`src/rtl/pwm_gen_pkg.sv`:
```
package pwm_gen_pkg;
  typedef enum logic {
    CNT_EDGE   = 1'b0,
    CNT_CENTER = 1'b1
  } cnt_mode_e;
endpackage

```
`src/rtl/pwm_prescaler.sv`:
```
module pwm_prescaler #(
  parameter int PSW = 3
) (
  input  logic           clk,
  input  logic           rst_n,
  input  logic           clr,
  input  logic           en,
  input  logic [PSW-1:0] code,
  output logic           tick
);
  localparam int DW = (1 << PSW) - 1;

  logic [DW-1:0] pcnt;
  logic [DW:0]   span;
  logic [DW-1:0] mask;

  assign span = ((DW+1)'(1) << code) - (DW+1)'(1);
  assign mask = DW'(span);
  assign tick = en && ((pcnt & mask) == mask);

  always_ff @(posedge clk or negedge rst_n) begin
    if (!rst_n)   pcnt <= '0;
    else if (clr) pcnt <= '0;
    else if (en)  pcnt <= pcnt + DW'(1);
  end

  // with any division above one, ticks never come back to back
  p_tick_gap_r2: assert property (@(posedge clk) disable iff (!rst_n)
    (tick && code != '0) |=> !tick)
    else $error("tick spacing broken");
endmodule

```
`src/rtl/pwm_counter.sv`:
```
module pwm_counter
  import pwm_gen_pkg::*;
#(
  parameter int CW = 15
) (
  input  logic          clk,
  input  logic          rst_n,
  input  logic          clr,
  input  logic          tick,
  input  cnt_mode_e     mode,
  input  logic [CW-1:0] top,
  output logic [CW-1:0] cnt,
  output logic          dir_up,
  output logic          last
);
  logic at_peak;

  assign at_peak = (cnt == top - CW'(1));
  assign last    = (mode == CNT_CENTER) ? (!dir_up && cnt == '0) : at_peak;

  always_ff @(posedge clk or negedge rst_n) begin
    if (!rst_n) begin
      cnt    <= '0;
      dir_up <= 1'b1;
    end else if (clr) begin
      cnt    <= '0;
      dir_up <= 1'b1;
    end else if (tick) begin
      if (last) begin
        cnt    <= '0;
        dir_up <= 1'b1;
      end else if (mode == CNT_EDGE) begin
        cnt <= cnt + CW'(1);
      end else if (dir_up) begin
        if (at_peak) dir_up <= 1'b0;
        else         cnt    <= cnt + CW'(1);
      end else begin
        cnt <= cnt - CW'(1);
      end
    end
  end

  // the count never reaches the top value
  p_cnt_below_top_r3: assert property (@(posedge clk) disable iff (!rst_n)
    cnt < top)
    else $error("counter reached top");

  // a center-aligned turn holds the peak value for one step
  p_center_turn_r4: assert property (@(posedge clk) disable iff (!rst_n)
    (mode == CNT_CENTER && tick && dir_up && at_peak && !clr) |=> (!dir_up && $stable(cnt)))
    else $error("center turn wrong");
endmodule

```
`src/rtl/pwm_channel.sv`:
```
module pwm_channel #(
  parameter int CW = 15
) (
  input  logic          run,
  input  logic          en,
  input  logic [CW-1:0] cnt,
  input  logic [CW:0]   word,
  output logic          pwm
);
  logic below;

  assign below = cnt < word[CW-1:0];
  assign pwm   = run && en && (below ^ word[CW]);
endmodule

```
`src/rtl/pwm_pulse_gen.sv`:
```
module pwm_pulse_gen
  import pwm_gen_pkg::*;
#(
  parameter int NCH = 4,
  parameter int CW  = 15,
  parameter int PSW = 3
) (
  input  logic             clk,
  input  logic             rst_n,
  input  logic             start_i,
  input  logic             stop_i,
  input  logic             mode_i,
  input  logic [PSW-1:0]   prescale_i,
  input  logic [NCH-1:0]   ch_en_i,
  input  logic             ld_valid_i,
  output logic             ld_ready_o,
  input  logic [NCH*(CW+1)-1:0] ld_duty_i,
  input  logic [CW-1:0]    ld_top_i,
  output logic [NCH-1:0]   pwm_o,
  output logic             period_end_o
);
  localparam int WW = CW + 1;

  logic            running, stop_pend;
  cnt_mode_e       mode_q;
  logic [PSW-1:0]  ps_q;
  logic [CW-1:0]   top_q, top_in, cnt;
  logic [NCH*WW-1:0] duty_q;
  logic            tick, last, dir_up, wrap, load_fire, begin_run;

  assign begin_run  = start_i && !running;
  assign wrap       = running && tick && last;
  assign ld_ready_o = !running || wrap;
  assign load_fire  = ld_valid_i && ld_ready_o;
  assign top_in     = (ld_top_i == '0) ? CW'(1) : ld_top_i;

  pwm_prescaler #(.PSW(PSW)) u_pre (
    .clk(clk), .rst_n(rst_n), .clr(begin_run), .en(running),
    .code(ps_q), .tick(tick)
  );

  pwm_counter #(.CW(CW)) u_cnt (
    .clk(clk), .rst_n(rst_n), .clr(begin_run), .tick(tick),
    .mode(mode_q), .top(top_q), .cnt(cnt), .dir_up(dir_up), .last(last)
  );

  for (genvar i = 0; i < NCH; i++) begin : g_ch
    pwm_channel #(.CW(CW)) u_ch (
      .run(running), .en(ch_en_i[i]), .cnt(cnt),
      .word(duty_q[i*WW +: WW]), .pwm(pwm_o[i])
    );
  end

  always_ff @(posedge clk or negedge rst_n) begin
    if (!rst_n) begin
      running      <= 1'b0;
      stop_pend    <= 1'b0;
      mode_q       <= CNT_EDGE;
      ps_q         <= '0;
      top_q        <= CW'(1);
      duty_q       <= '0;
      period_end_o <= 1'b0;
    end else begin
      period_end_o <= wrap;
      if (load_fire) begin
        top_q  <= top_in;
        duty_q <= ld_duty_i;
      end
      if (!running) begin
        if (start_i) begin
          running   <= 1'b1;
          stop_pend <= 1'b0;
          mode_q    <= cnt_mode_e'(mode_i);
          ps_q      <= prescale_i;
        end
      end else if (wrap) begin
        stop_pend <= 1'b0;
        if (stop_pend || stop_i) running <= 1'b0;
      end else if (stop_i) begin
        stop_pend <= 1'b1;
      end
    end
  end

  // a period strobe while running coincides with a fresh rising count at zero
  p_pend_new_period_r6: assert property (@(posedge clk) disable iff (!rst_n)
    (period_end_o && running) |-> (cnt == '0 && dir_up))
    else $error("period strobe misplaced");

  // the block only stops on a period boundary
  p_stop_on_wrap_r8: assert property (@(posedge clk) disable iff (!rst_n)
    $fell(running) |-> $past(wrap))
    else $error("stopped mid-period");

  // idle outputs are low
  p_idle_low_r8: assert property (@(posedge clk) disable iff (!rst_n)
    !running |-> (pwm_o == '0))
    else $error("output active while idle");

  // active top changes only through an accepted load
  p_top_hold_r7: assert property (@(posedge clk) disable iff (!rst_n)
    !load_fire |=> $stable(top_q))
    else $error("top changed without load");

  // the active top is never zero
  p_top_nonzero_r10: assert property (@(posedge clk) disable iff (!rst_n)
    top_q != '0)
    else $error("zero top");
endmodule

```
`config.mk`:
```
export PLATFORM = sky130hd
export DESIGN_NAME = pwm_pulse_gen
export DESIGN_NICKNAME = d
export VERILOG_FILES = /design/src/rtl/pwm_gen_pkg.sv /design/src/rtl/pwm_prescaler.sv /design/src/rtl/pwm_counter.sv /design/src/rtl/pwm_channel.sv /design/src/rtl/pwm_pulse_gen.sv
export SDC_FILE = /design/constraint.sdc
export NUM_CORES = 1
export LEC_CHECK = 0
export ABC_AREA = 1
export BUFFER_PORTS_ARGS = -buffer_cell sky130_fd_sc_hd__buf_2
export CELL_PAD_IN_SITES_DETAIL_PLACEMENT = 1
export CELL_PAD_IN_SITES_GLOBAL_PLACEMENT = 1
export CORE_MARGIN = 1.5
export CORE_UTILIZATION = 35
export CTS_BUF_LIST = sky130_fd_sc_hd__clkbuf_8
export DETAILED_ROUTE_END_ITERATION = 8
export HOLD_SLACK_MARGIN = 0.08
export PLACE_DENSITY = 0.76
export SLEW_MARGIN = 40
export SYNTH_ARGS = -nofsm -noshare
export SYNTH_HDL_FRONTEND = slang
export SYNTH_HIERARCHICAL = 1
export SYNTH_SLANG_ARGS = --single-unit
```
`constraint.sdc`:
```
create_clock -name clk -period 4.1 [get_ports clk]
set_clock_uncertainty 0.05 [all_clocks]
set_input_delay 0.82 -clock clk [delete_from_list [all_inputs] [get_ports clk]]
set_output_delay 0.82 -clock clk [all_outputs]
set_load 0.1 [all_outputs]
```
==> impl_results.md, run 1 <==
* Status: complete, no violations
* Antenna diode count at 0
* Global-route wire length before repair at between 30 and 40 mm
* Yosys top cell area share at about a third
* Slowest Stage Delay on Critical Path at approximately 0.57 ns
* CTS max path bufs at 2
* Core Area at 21300 µm²
* Max Slew Vio Count at 0
* WP buf/inv at 3
* Max Cap Viol at 0
* Die Area at approximately 23000 µm²
* Setup Viol. Count Final at 0
* Worst path cell trace: inv_1 -> ha_2 -> inv_1 -> nand2_1 -> nand2_1 -> nand2_1 -> nor2_1 -> nand3_1 -> nor2_1 -> nand3_1 -> nor2_4 -> nand2_2 -> nand2_1 -> nand2_1 -> nand2_2 -> buf_8
* Mapped cell area at around 7700 µm²
* Crit path DAT at between 2 and 3 ns
* Clk pin slew, worst setup/hold paths at about 0.1 ns
* Main synth FF type: dfrtp_1
* Post-DRT Antenna Nets at 0
* DRT Pass-1 Iters at 4
* Crit path max-delay family: simple AND/OR/NAND/NOR gates
* Syn avg cell area at roughly 6.8 µm²
* Area contributors post-synth: dfrtp_1, nand2_1, ha_1, inv_1, nor2_1
* Register area share after synthesis at between 30% and 40%
* Drt total wl at 22.2 mm
* Yosys cell types at 34
* Flop pwr share at 31.7%
* Yosys warnings at 6
* GPL Wtd Cong at 0.867
* Layout Nets at between 1000 and 1500
* Routed wire length per instance at about 15 µm
* Critical Path Start Type: flop
* Final Cycle Share at between 90 and 100%
* Starting density of the core at 36.0%
* RSZ-0062 raised after global routing: false
* Async set or reset register ratio after synthesis at 100%
* Overflow after GRT at 0
* Slowest cell on crit path: dfstp_2
* Vias per inst at approximately 4.8
* Int Power at around 3200 µW
* Post-CTS Setup Bufs at 0
* Synthesis-stage register bit count at 109
* Die height at approximately 150 µm
* Commonest non-fill, non-tap cell in the layout: nand2_1
* Hold_ws at roughly 0.42 ns
* Post-CTS Hold Fix Bufs at 0
* Switching Fraction at about half
* Post-Synthesis Cells at about 1100
* Largest net degree at the start of global routing at 110
* DR top layer: met4
* Row count at 53
* Clock power share at a little over a tenth
* Area Overhead vs Synth at 13.2%
* Clk Latency, worst-skew pair at roughly 0.40 ns
* Post-Syn Nets at about 1300
* Crit Path Max Fanout at 10
* Metal3 WL at between 800 and 900 µm
* Vias in the first global route at ~7500
* DP Wirelength at approximately 17 mm
* Gate power share at approximately 58%
* Initial antenna violation count at 0
* Peak supply drop at roughly 0.33 mV
* Max H-tree Level at 3
* Setup TNS at 0 ns
* Commonest non-fill, non-tap cells in the layout: nand2_1, inv_1, dfrtp_1, buf_2, nor2_1
* Metal1 wirelength at between 10 and 15 mm
* Cell taking the most area after synthesis: dfrtp_1
* DRT iter0 DRCs at a little over 300
* CP required at between 3 and 4 ns
* NetSw at approximately 3400 µW
* Hold Fails Final Rpt at 0
* IO Count at slightly below 100
* Worst Setup End Kind: output port
* Max Clk Rate at ~260 MHz
* LEAKAGE at ~0.0050 µW
* Post-route minimum period at 3.80 ns
* Setup Crit Path Kind: reg -> out
* Vias at 7156
* Share of post-route cells with drive strength above 1 at between 10% and 20%
* Hold crit path type: reg -> reg
* Most frequent cell on the critical path: nand2_1
* Overall Global Routing Usage at between 20% and 30%
* Power Density at 762 nW/µm²
* TritonCTS clock tree: built
* Relative slew slack at 56.2%
* DR WL met2 at between 10 and 15 mm
* CTS Buf Count at 9
* Post-synth EDFFs at 0
* Worst-margin pin slew at between 0.6 and 0.7 ns
* Input/output buffers at between 90 and 100
* Clock sinks at about 110
* Post-route DRC at 0
* Root buf cell: clkbuf_8
* Die Wd at 151 µm
-- synth_stat cells, types with 3 or more instances --
| cell type | instances |
|---|---|
| xnor2_1 | 7 |
| nor4_1 | 3 |
| clkbuf_1 | 4 |
| nand2_1 | 490 |
| nand3_1 | 34 |
| inv_2 | 3 |
| nand3_2 | 5 |
| inv_1 | 158 |
| nand3b_1 | 3 |
| xor2_1 | 14 |
| nand2_2 | 10 |
| nor2_1 | 70 |
| nor3_1 | 7 |
| dfrtp_1 | 107 |
| nor2_2 | 17 |
| buf_6 | 5 |
| a21oi_1 | 36 |
| o21ai_0 | 13 |
| o21ai_2 | 16 |
| buf_2 | 17 |
| nand4_1 | 25 |
| o21ai_1 | 3 |
| ha_1 | 60 |
-- metrics by stage --
stage | utilization [%] | instance area (µm²) | power (µW) | std cells | setup slack [ns]
after global placement | 39.8 | 8460 | 5770 | 1482 | 0.556
final | 40.8 | 8680 | 6610 | 1498 | 0.299
after global routing | 40.8 | 8680 | 7370 | 1498 | 0.0175
after CTS | 40.7 | 8660 | 6690 | 1498 | 0.0131
after detailed placement | 39.8 | 8460 | 5940 | 1482 | 0.472
after floorplan | - | 7670 | 4960 | 1122 | 0.704
-- worst paths after layout --
kind,start,end,slack [ns],depth (start not counted)
min,u_cnt/dir_up$_DFFE_PN1P_,u_cnt/dir_up$_DFFE_PN1P_,0.42,2
max reg2reg,top_q[0]$_DFFE_PN1P_,duty_q[41]$_DFFE_PN0P_,0.62,20
max in group asynchronous,rst_n,duty_q[26]$_DFFE_PN0P_,3.07,2
min in group asynchronous,rst_n,ps_q[0]$_DFFE_PN0P_,0.44,2
max,top_q[0]$_DFFE_PN1P_,ld_ready_o,0.30,16
min reg2reg,u_cnt/dir_up$_DFFE_PN1P_,u_cnt/dir_up$_DFFE_PN1P_,0.42,2
-- registers in the layout (all words and copies together), names as in the netlist --
register / flops
duty_q: 64
top_q: 15
u_cnt/cnt: 15
u_pre/pcnt: 7
ps_q: 3
mode_q: 1
period_end_o: 1
running: 1
stop_pend: 1
u_cnt/dir_up: 1
-- worst register-to-register path: cells and delay by family, from the launching register on --
family                     cells  cell delay, ns
adders and majority gates      1            0.31
and+or+nand+nor               15            1.69
buffers and inverters          4            0.80
DFF                            1            0.57
-- power by group through the flow --
| stage | Clock, µW | Sequential (µW) | Combinational (µW) |
|---|---|---|---|
| CTS | 724 | 2110 | 3850 |
| global placement | 0 | 2110 | 3660 |
| detailed placement | 0 | 2130 | 3810 |
| global route | 756 | 2180 | 4430 |
| finish | 689 | 2100 | 3830 |
| floorplan | 0 | 1940 | 3020 |
-- cells by family (layout without fill, tap and decap cells) --
family,count (synthesis),count (layout),share of synthesized area (%)
AND/OR/NAND/NOR,670,670,36.3
buffers and inverters,191,292,10.3
flip-flops,109,109,35.6
AO/OA/AOI/OAI,70,70,5.40
adder cells (fa/ha/maj),60,60,9.79
XOR/XNOR,21,21,2.40
multiplexers,1,1,0.131
-- routing by layer --
metal / global-route usage, % / vias to the layer above
met5: 0 / -
met4: 6.07 / 0
met3: 2.26 / 23
met2: 35.9 / 103
met1: 27.0 / 3380
li1: - / 3650
-- cell type report --
cell class                      count  area, µm²
Clock buffer                        9        124
Clock inverter                      7       72.6
Fill cell                        2780      12600
Inverter                          163        612
Multi-Input combinational cell    822       4160
Sequential cell                   109       2730
Tap cell                          275        344
Timing Repair Buffer              113        643
-- timing repair --
action	4_1_cts	5_1_grt
setup endpoints to repair	0	1
resized for setup	0	7
hold endpoints to repair	0	0
Note: power is estimated with default switching activity, not from simulation.
==> inputs of run 2 (changes only) <==
--- a/config.mk
+++ b/config.mk
@@ -6,8 +6,9 @@
 export NUM_CORES = 1
 export LEC_CHECK = 0
 export ABC_AREA = 1
+export ABC_CLOCK_PERIOD_IN_PS = 4100
 export BUFFER_PORTS_ARGS = -buffer_cell sky130_fd_sc_hd__buf_2
-export CELL_PAD_IN_SITES_DETAIL_PLACEMENT = 1
+export CELL_PAD_IN_SITES_DETAIL_PLACEMENT = 0
 export CELL_PAD_IN_SITES_GLOBAL_PLACEMENT = 1
 export CORE_MARGIN = 1.5
 export CORE_UTILIZATION = 35
==> impl_results.md, run 2 (synthesis results as in run 1) <==
* Post-CTS Setup Bufs at 0
* Share of post-route cells with drive strength above 1 at 15.4%
* CTS Buf Count at 9
* Layout Nets at around 1400
* LEAKAGE at around 0.0050 µW
* Switching Fraction at 50.3%
* Critical Path Start Type: flop
* Core Area at roughly 21000 µm²
* Starting density of the core at a little over a third
* Post-route DRC at 0
* Slowest cell on crit path: dfstp_2
* DRT iter0 DRCs at roughly 360
* Clock sinks at around 110
* Peak supply drop at ~0.4 mV
* CP required at ~3.2 ns
* Vias in the first global route at around 6600
* Hold Fails Final Rpt at 0
* Max Slew Vio Count at 0
* Commonest non-fill, non-tap cell in the layout: nand2_1
* Max H-tree Level at 3
* Die height at roughly 150 µm
* Initial antenna violation count at 0
* Setup Viol. Count Final at 0
* Clk Latency, worst-skew pair at 0.39 ns
* Post-DRT Antenna Nets at 0
* NetSw at between 3000 and 4000 µW
* Power Density at around 750 nW/µm²
* GPL Wtd Cong at a little under 0.9
* Post-route minimum period at 3.77 ns
* Worst-margin pin slew at around 0.66 ns
* Clock power share at 10.8%
* Vias per inst at 4.55
* Gate power share at between 50% and 60%
* Input/output buffers at just under 100
* Commonest non-fill, non-tap cells in the layout: nand2_1, inv_1, dfrtp_1, buf_2, nor2_1
* Crit path DAT at approximately 2.9 ns
* Fillcell total at between 2000 and 2500
* Overflow after GRT at 0
* Row count at 53
* Crit Path Max Fanout at 10
* Max Cap Viol at 0
* RSZ-0062 raised after global routing: false
* Total power at about 6500 µW
* Root buf cell: clkbuf_8
* IO Count at between 90 and 100
* Largest regs: duty_q: 64 flops, top_q: 15 flops, u_cnt/cnt: 15 flops
* Setup Crit Path Kind: reg -> out
* Drt total wl at between 20 and 25 mm
* Worst Setup End Kind: output port
* Setup WS pre-CTS at roughly 0.52 ns
* Setup TNS at 0 ns
* Status: complete, no violations
* CTS max path bufs at 2
* Relative slew slack at between 50 and 60%
* Crit path max-delay family: simple AND/OR/NAND/NOR gates
* Clk pin slew, worst setup/hold paths at roughly 0.10 ns
* Max Clk Rate at 265 MHz
* Overall Global Routing Usage at between 10% and 20%
* Largest reg by FF count: duty_q
* DRT Pass-1 Iters at 5
* Int Power at around 3200 µW
* Final Cycle Share at between 90 and 100%
* Worst path cell trace: inv_1 -> ha_1 -> inv_1 -> nand2_1 -> nand3_1 -> inv_1 -> nor2_1 -> nand3_1 -> nor2_1 -> nand3_1 -> nor2_2 -> nand2_4 -> nand2_1 -> nand2_1 -> nand2_2 -> buf_8
* Antenna diode count at 0
* Hold_ws at between 0.4 and 0.5 ns
* Flop pwr share at between 30% and 40%
* Worst setup margin at 0.333 ns
* Vias at 6822
* Die Wd at between 150 and 200 µm
* Hold crit path type: reg -> reg
* Global-route wire length before repair at around 33 mm
* DP Wirelength at between 10 and 15 mm
* Area Overhead vs Synth at 13.3%
* Max FFs per register at 64
* Die Area at roughly 23000 µm²
* WP buf/inv at 4
* TritonCTS clock tree: built
* Largest net degree at the start of global routing at 110
* Slowest Stage Delay on Critical Path at 0.57 ns
* Routed wire length per instance at 13.4 µm
run 2: area by class of cell:
type | instances | area, µm² | area share (%)
multi-input cells | 822 | 4150 | 47.8
flip-flops and latches | 109 | 2730 | 31.4
repair buffers | 113 | 643 | 7.40
inverters | 163 | 612 | 7.04
well taps | 275 | 344 | 3.96
clock buffers | 9 | 124 | 1.43
clock inverters | 7 | 83.8 | 0.965
run 2: metrics by stage:
stage               cells  utilization, %  area, µm²
floorplan            1122               -       7670
global placement     1482            39.8       8460
detailed placement   1482            39.8       8460
CTS                  1498            40.7       8670
global route         1498            40.8       8690
finish               1498            40.8       8690
run 2: power by group through the flow:
stage / Clock, µW / Sequential, µW / Combinational, µW
floorplan: 0 / 1940 / 3020
global placement: 0 / 2110 / 3660
detailed placement: 0 / 2110 / 3700
CTS: 736 / 2090 / 3720
global route: 773 / 2160 / 4300
finish: 702 / 2080 / 3700
run 2: final timing paths:
kind,start,end,slack (ns),cells after the start
worst max-delay path,top_q[0]$_DFFE_PN1P_,ld_ready_o,0.33,16
worst min-delay path,u_cnt/dir_up$_DFFE_PN1P_,u_cnt/dir_up$_DFFE_PN1P_,0.43,2
worst max register to register,top_q[0]$_DFFE_PN1P_,duty_q[23]$_DFFE_PN0P_,0.67,20
worst min register to register,u_cnt/dir_up$_DFFE_PN1P_,u_cnt/dir_up$_DFFE_PN1P_,0.43,2
max in group asynchronous,rst_n,duty_q[16]$_DFFE_PN0P_,3.08,2
min in group asynchronous,rst_n,u_pre/pcnt[5]$_DFFE_PN0P_,0.44,2
run 2: layer usage:
layer | vias to the layer above | share of wire (%) | track usage (%)
li1 | 3632 | - | -
met1 | 3051 | 49 | 25.5
met2 | 119 | 47 | 30.9
met3 | 20 | 3.4 | 2.62
met4 | 0 | 1.5 | 4.85
met5 | - | 0 | 0
run 2: repair_timing:
| item | in CTS | in global routing |
|---|---|---|
| endpoints found under the hold margin | 0 | 0 |
| hold buffers | 0 | 0 |
| endpoints found under the setup margin | 0 | 1 |
| gates resized for setup | 0 | 6 |
run 2: tightest hold or removal path: stages, from the launching register on:
cell and delay [ns]:
dfstp_2 0.38, nand2_1 0.06, nand2_1 0.05
==> inputs of run 3 (changes only) <==
--- a/config.mk
+++ b/config.mk
@@ -10,7 +10,6 @@
 export BUFFER_PORTS_ARGS = -buffer_cell sky130_fd_sc_hd__buf_2
 export CELL_PAD_IN_SITES_DETAIL_PLACEMENT = 0
 export CELL_PAD_IN_SITES_GLOBAL_PLACEMENT = 1
-export CORE_MARGIN = 1.5
 export CORE_UTILIZATION = 35
 export CTS_BUF_LIST = sky130_fd_sc_hd__clkbuf_8
 export DETAILED_ROUTE_END_ITERATION = 8
==> constraint.sdc (replaced) <==
create_clock -name clk -period 4.1 [get_ports clk]
set_clock_uncertainty 0.05 [all_clocks]
set_input_delay 1.025 -clock clk [delete_from_list [all_inputs] [get_ports clk]]
set_output_delay 1.025 -clock clk [all_outputs]
set_load 0.1 [all_outputs]
==> impl_results.md, run 3 (synthesis results as in run 1) <==
* Status: complete, no violations
* Final Cycle Share at 95.3%
* Metal3 WL at around 560 µm
* Final Core Density at about two fifths
* GPL Wtd Cong at 0.880
* CTS max path bufs at 2
* CP required at 3.02 ns
* Input/output buffers at 97
* Overall Global Routing Usage at 18.8%
* Peak supply drop at between 0.3 and 0.4 mV
* IO Count at 98
* Crit path DAT at roughly 2.8 ns
* Commonest non-fill, non-tap cell in the layout: nand2_1
* Critical Path End: ld_ready_o
* DP Wirelength at between 10 and 15 mm
* Relative slew slack at a little under three fifths
* Critical Path Start Type: flop
* Row count at between 50 and 60
* Die Area at about 23000 µm²
* Metal1 wirelength at between 9 and 10 mm
* DR top layer: met4
* Max H-tree Level at 3
* Clock power share at 10.5%
* Reg-to-reg critical path endpoint: duty_q[59]$_DFFE_PN0P_
* Antenna diode count at 0
* Crit. Startpoint: top_q[0]$_DFFE_PN1P_
* Core Area at between 20000 and 25000 µm²
* Worst reg2reg startpoint: top_q[0]$_DFFE_PN1P_
* FF-to-FF path depth at 19
* Clk Latency, worst-skew pair at about 0.39 ns
* Drt total wl at approximately 20 mm
* Global-route wire length before repair at between 30 and 40 mm
* DRT Pass-1 Iters at 5
* DRT iter0 DRCs at approximately 290
* Setup Crit Path Kind: reg -> out
* Gate power share at 56.6%
* Worst setup margin at around 0.19 ns
* Max Slew Vio Count at 0
* NetSw at 3240 µW
* Hold Fails Final Rpt at 0
* Area Overhead vs Synth at 12.9%
* Max FFs per register at between 60 and 70
* Vias per inst at between 4 and 5
* Largest regs: duty_q: 64 flops, top_q: 15 flops, u_cnt/cnt: 15 flops
* DR WL met2 at between 9 and 10 mm
* Post-route DRC at 0
* Routed wire length per instance at between 10 and 15 µm
* Reg2reg setup slack at 0.80 ns
* Die Wd at approximately 150 µm
* Initial antenna violation count at 0
* Hold crit path type: reg -> reg
* Switching Fraction at roughly half
* Max Clk Rate at between 200 and 300 MHz
* Power Density at around 750 nW/µm²
* Root buf cell: clkbuf_8
* Largest net degree at the start of global routing at 110
* Setup Viol. Count Final at 0
* Post-route minimum period at approximately 3.9 ns
* Largest reg by FF count: duty_q
* Max Cap Viol at 0
* Starting density of the core at a little over a third
* Post-CTS Setup Bufs at 0
* Crit Path Max Fanout at 10
* Layout Nets at between 1000 and 1500
* Share of post-route cells with drive strength above 1 at between 15 and 20%
* CTS Buf Count at 9
* Int Power at 3210 µW
* Setup WS pre-CTS at between 0.5 and 0.6 ns
* Clock sinks at about 110
* Post-DRT Antenna Nets at 0
* Die height at 150 µm
* Flop pwr share at between 30% and 40%
* Vias in the first global route at around 6700
* Overflow after GRT at 0
* LEAKAGE at between 0.004 and 0.005 µW
* TritonCTS clock tree: built
* Commonest non-fill, non-tap cells in the layout: nand2_1, inv_1, dfrtp_1, buf_2, nor2_1
* Worst-margin pin slew at 0.636 ns
* Clk pin slew, worst setup/hold paths at ~0.090 ns
* Vias at 6867
* Worst Setup End Kind: output port
## run 3: routing by layer
layer | track usage (%) | vias to the layer above
met4 | 5.45 | 0
met5 | 0 | -
met1 | 25.8 | 3109
met2 | 30.9 | 104
met3 | 2.26 | 20
li1 | - | 3634
## run 3: cell type report
cell class | count | area [µm²]
inverters | 163 | 612
clock buffers | 10 | 138
well taps | 275 | 344
repair buffers | 108 | 611
multi-input cells | 822 | 4170
clock inverters | 4 | 50.0
fillers | 2324 | 12600
flip-flops and latches | 109 | 2730
## run 3: worst min path at each step
| stage | startpoint | end | slack [ns] | depth (start not counted) |
|---|---|---|---|---|
| after floorplan | u_cnt/dir_up$_DFFE_PN1P_ | u_cnt/dir_up$_DFFE_PN1P_ | 0.40 | 2 |
| after global placement | u_cnt/dir_up$_DFFE_PN1P_ | u_cnt/dir_up$_DFFE_PN1P_ | 0.41 | 2 |
| after CTS | u_cnt/dir_up$_DFFE_PN1P_ | u_cnt/dir_up$_DFFE_PN1P_ | 0.43 | 2 |
| after detailed placement | u_cnt/dir_up$_DFFE_PN1P_ | u_cnt/dir_up$_DFFE_PN1P_ | 0.41 | 2 |
| after global routing | u_cnt/dir_up$_DFFE_PN1P_ | u_cnt/dir_up$_DFFE_PN1P_ | 0.44 | 2 |
| final | u_cnt/dir_up$_DFFE_PN1P_ | u_cnt/dir_up$_DFFE_PN1P_ | 0.43 | 2 |
## run 3: per-stage QoR
stage	hold slack [ns]	setup TNS [ns]	area, µm²	std cells	power (µW)
CTS	0.428	0	8630	1491	6490
detailed placement	0.413	0	8440	1477	5770
floorplan	0.397	0	7670	1122	4960
global placement	0.413	0	8440	1477	5720
finish	0.427	0	8650	1491	6450
global route	0.436	-0.00700	8650	1491	7180
## run 3: timing repair
| item | CTS | global route |
|---|---|---|
| gates resized for setup | 0 | 7 |
| hold buffers | 0 | 0 |
| setup endpoints to repair | 0 | 1 |
## run 3: power by group through the flow
| stage | sequential [µW] | clock, µW | combinational, µW |
|---|---|---|---|
| floorplan | 1940 | 0 | 3020 |
| global placement | 2140 | 0 | 3580 |
| detailed placement | 2150 | 0 | 3620 |
| CTS | 2130 | 710 | 3650 |
| global route | 2200 | 745 | 4240 |
| finish | 2120 | 677 | 3650 |
## run 3: critical path: stages (launching register included)
cell     delay (ns)
dfstp_2        0.56
inv_1          0.12
ha_2           0.35
nand2_1        0.05
nand2_1        0.08
nand2_1        0.06
nor2_1         0.09
nand3_1        0.08
nor2_1         0.11
nand3_1        0.12
nor2_4         0.17
nand2_4        0.11
nand2_1        0.13
nand2_1        0.08
nand2_2        0.15
buf_12         0.19
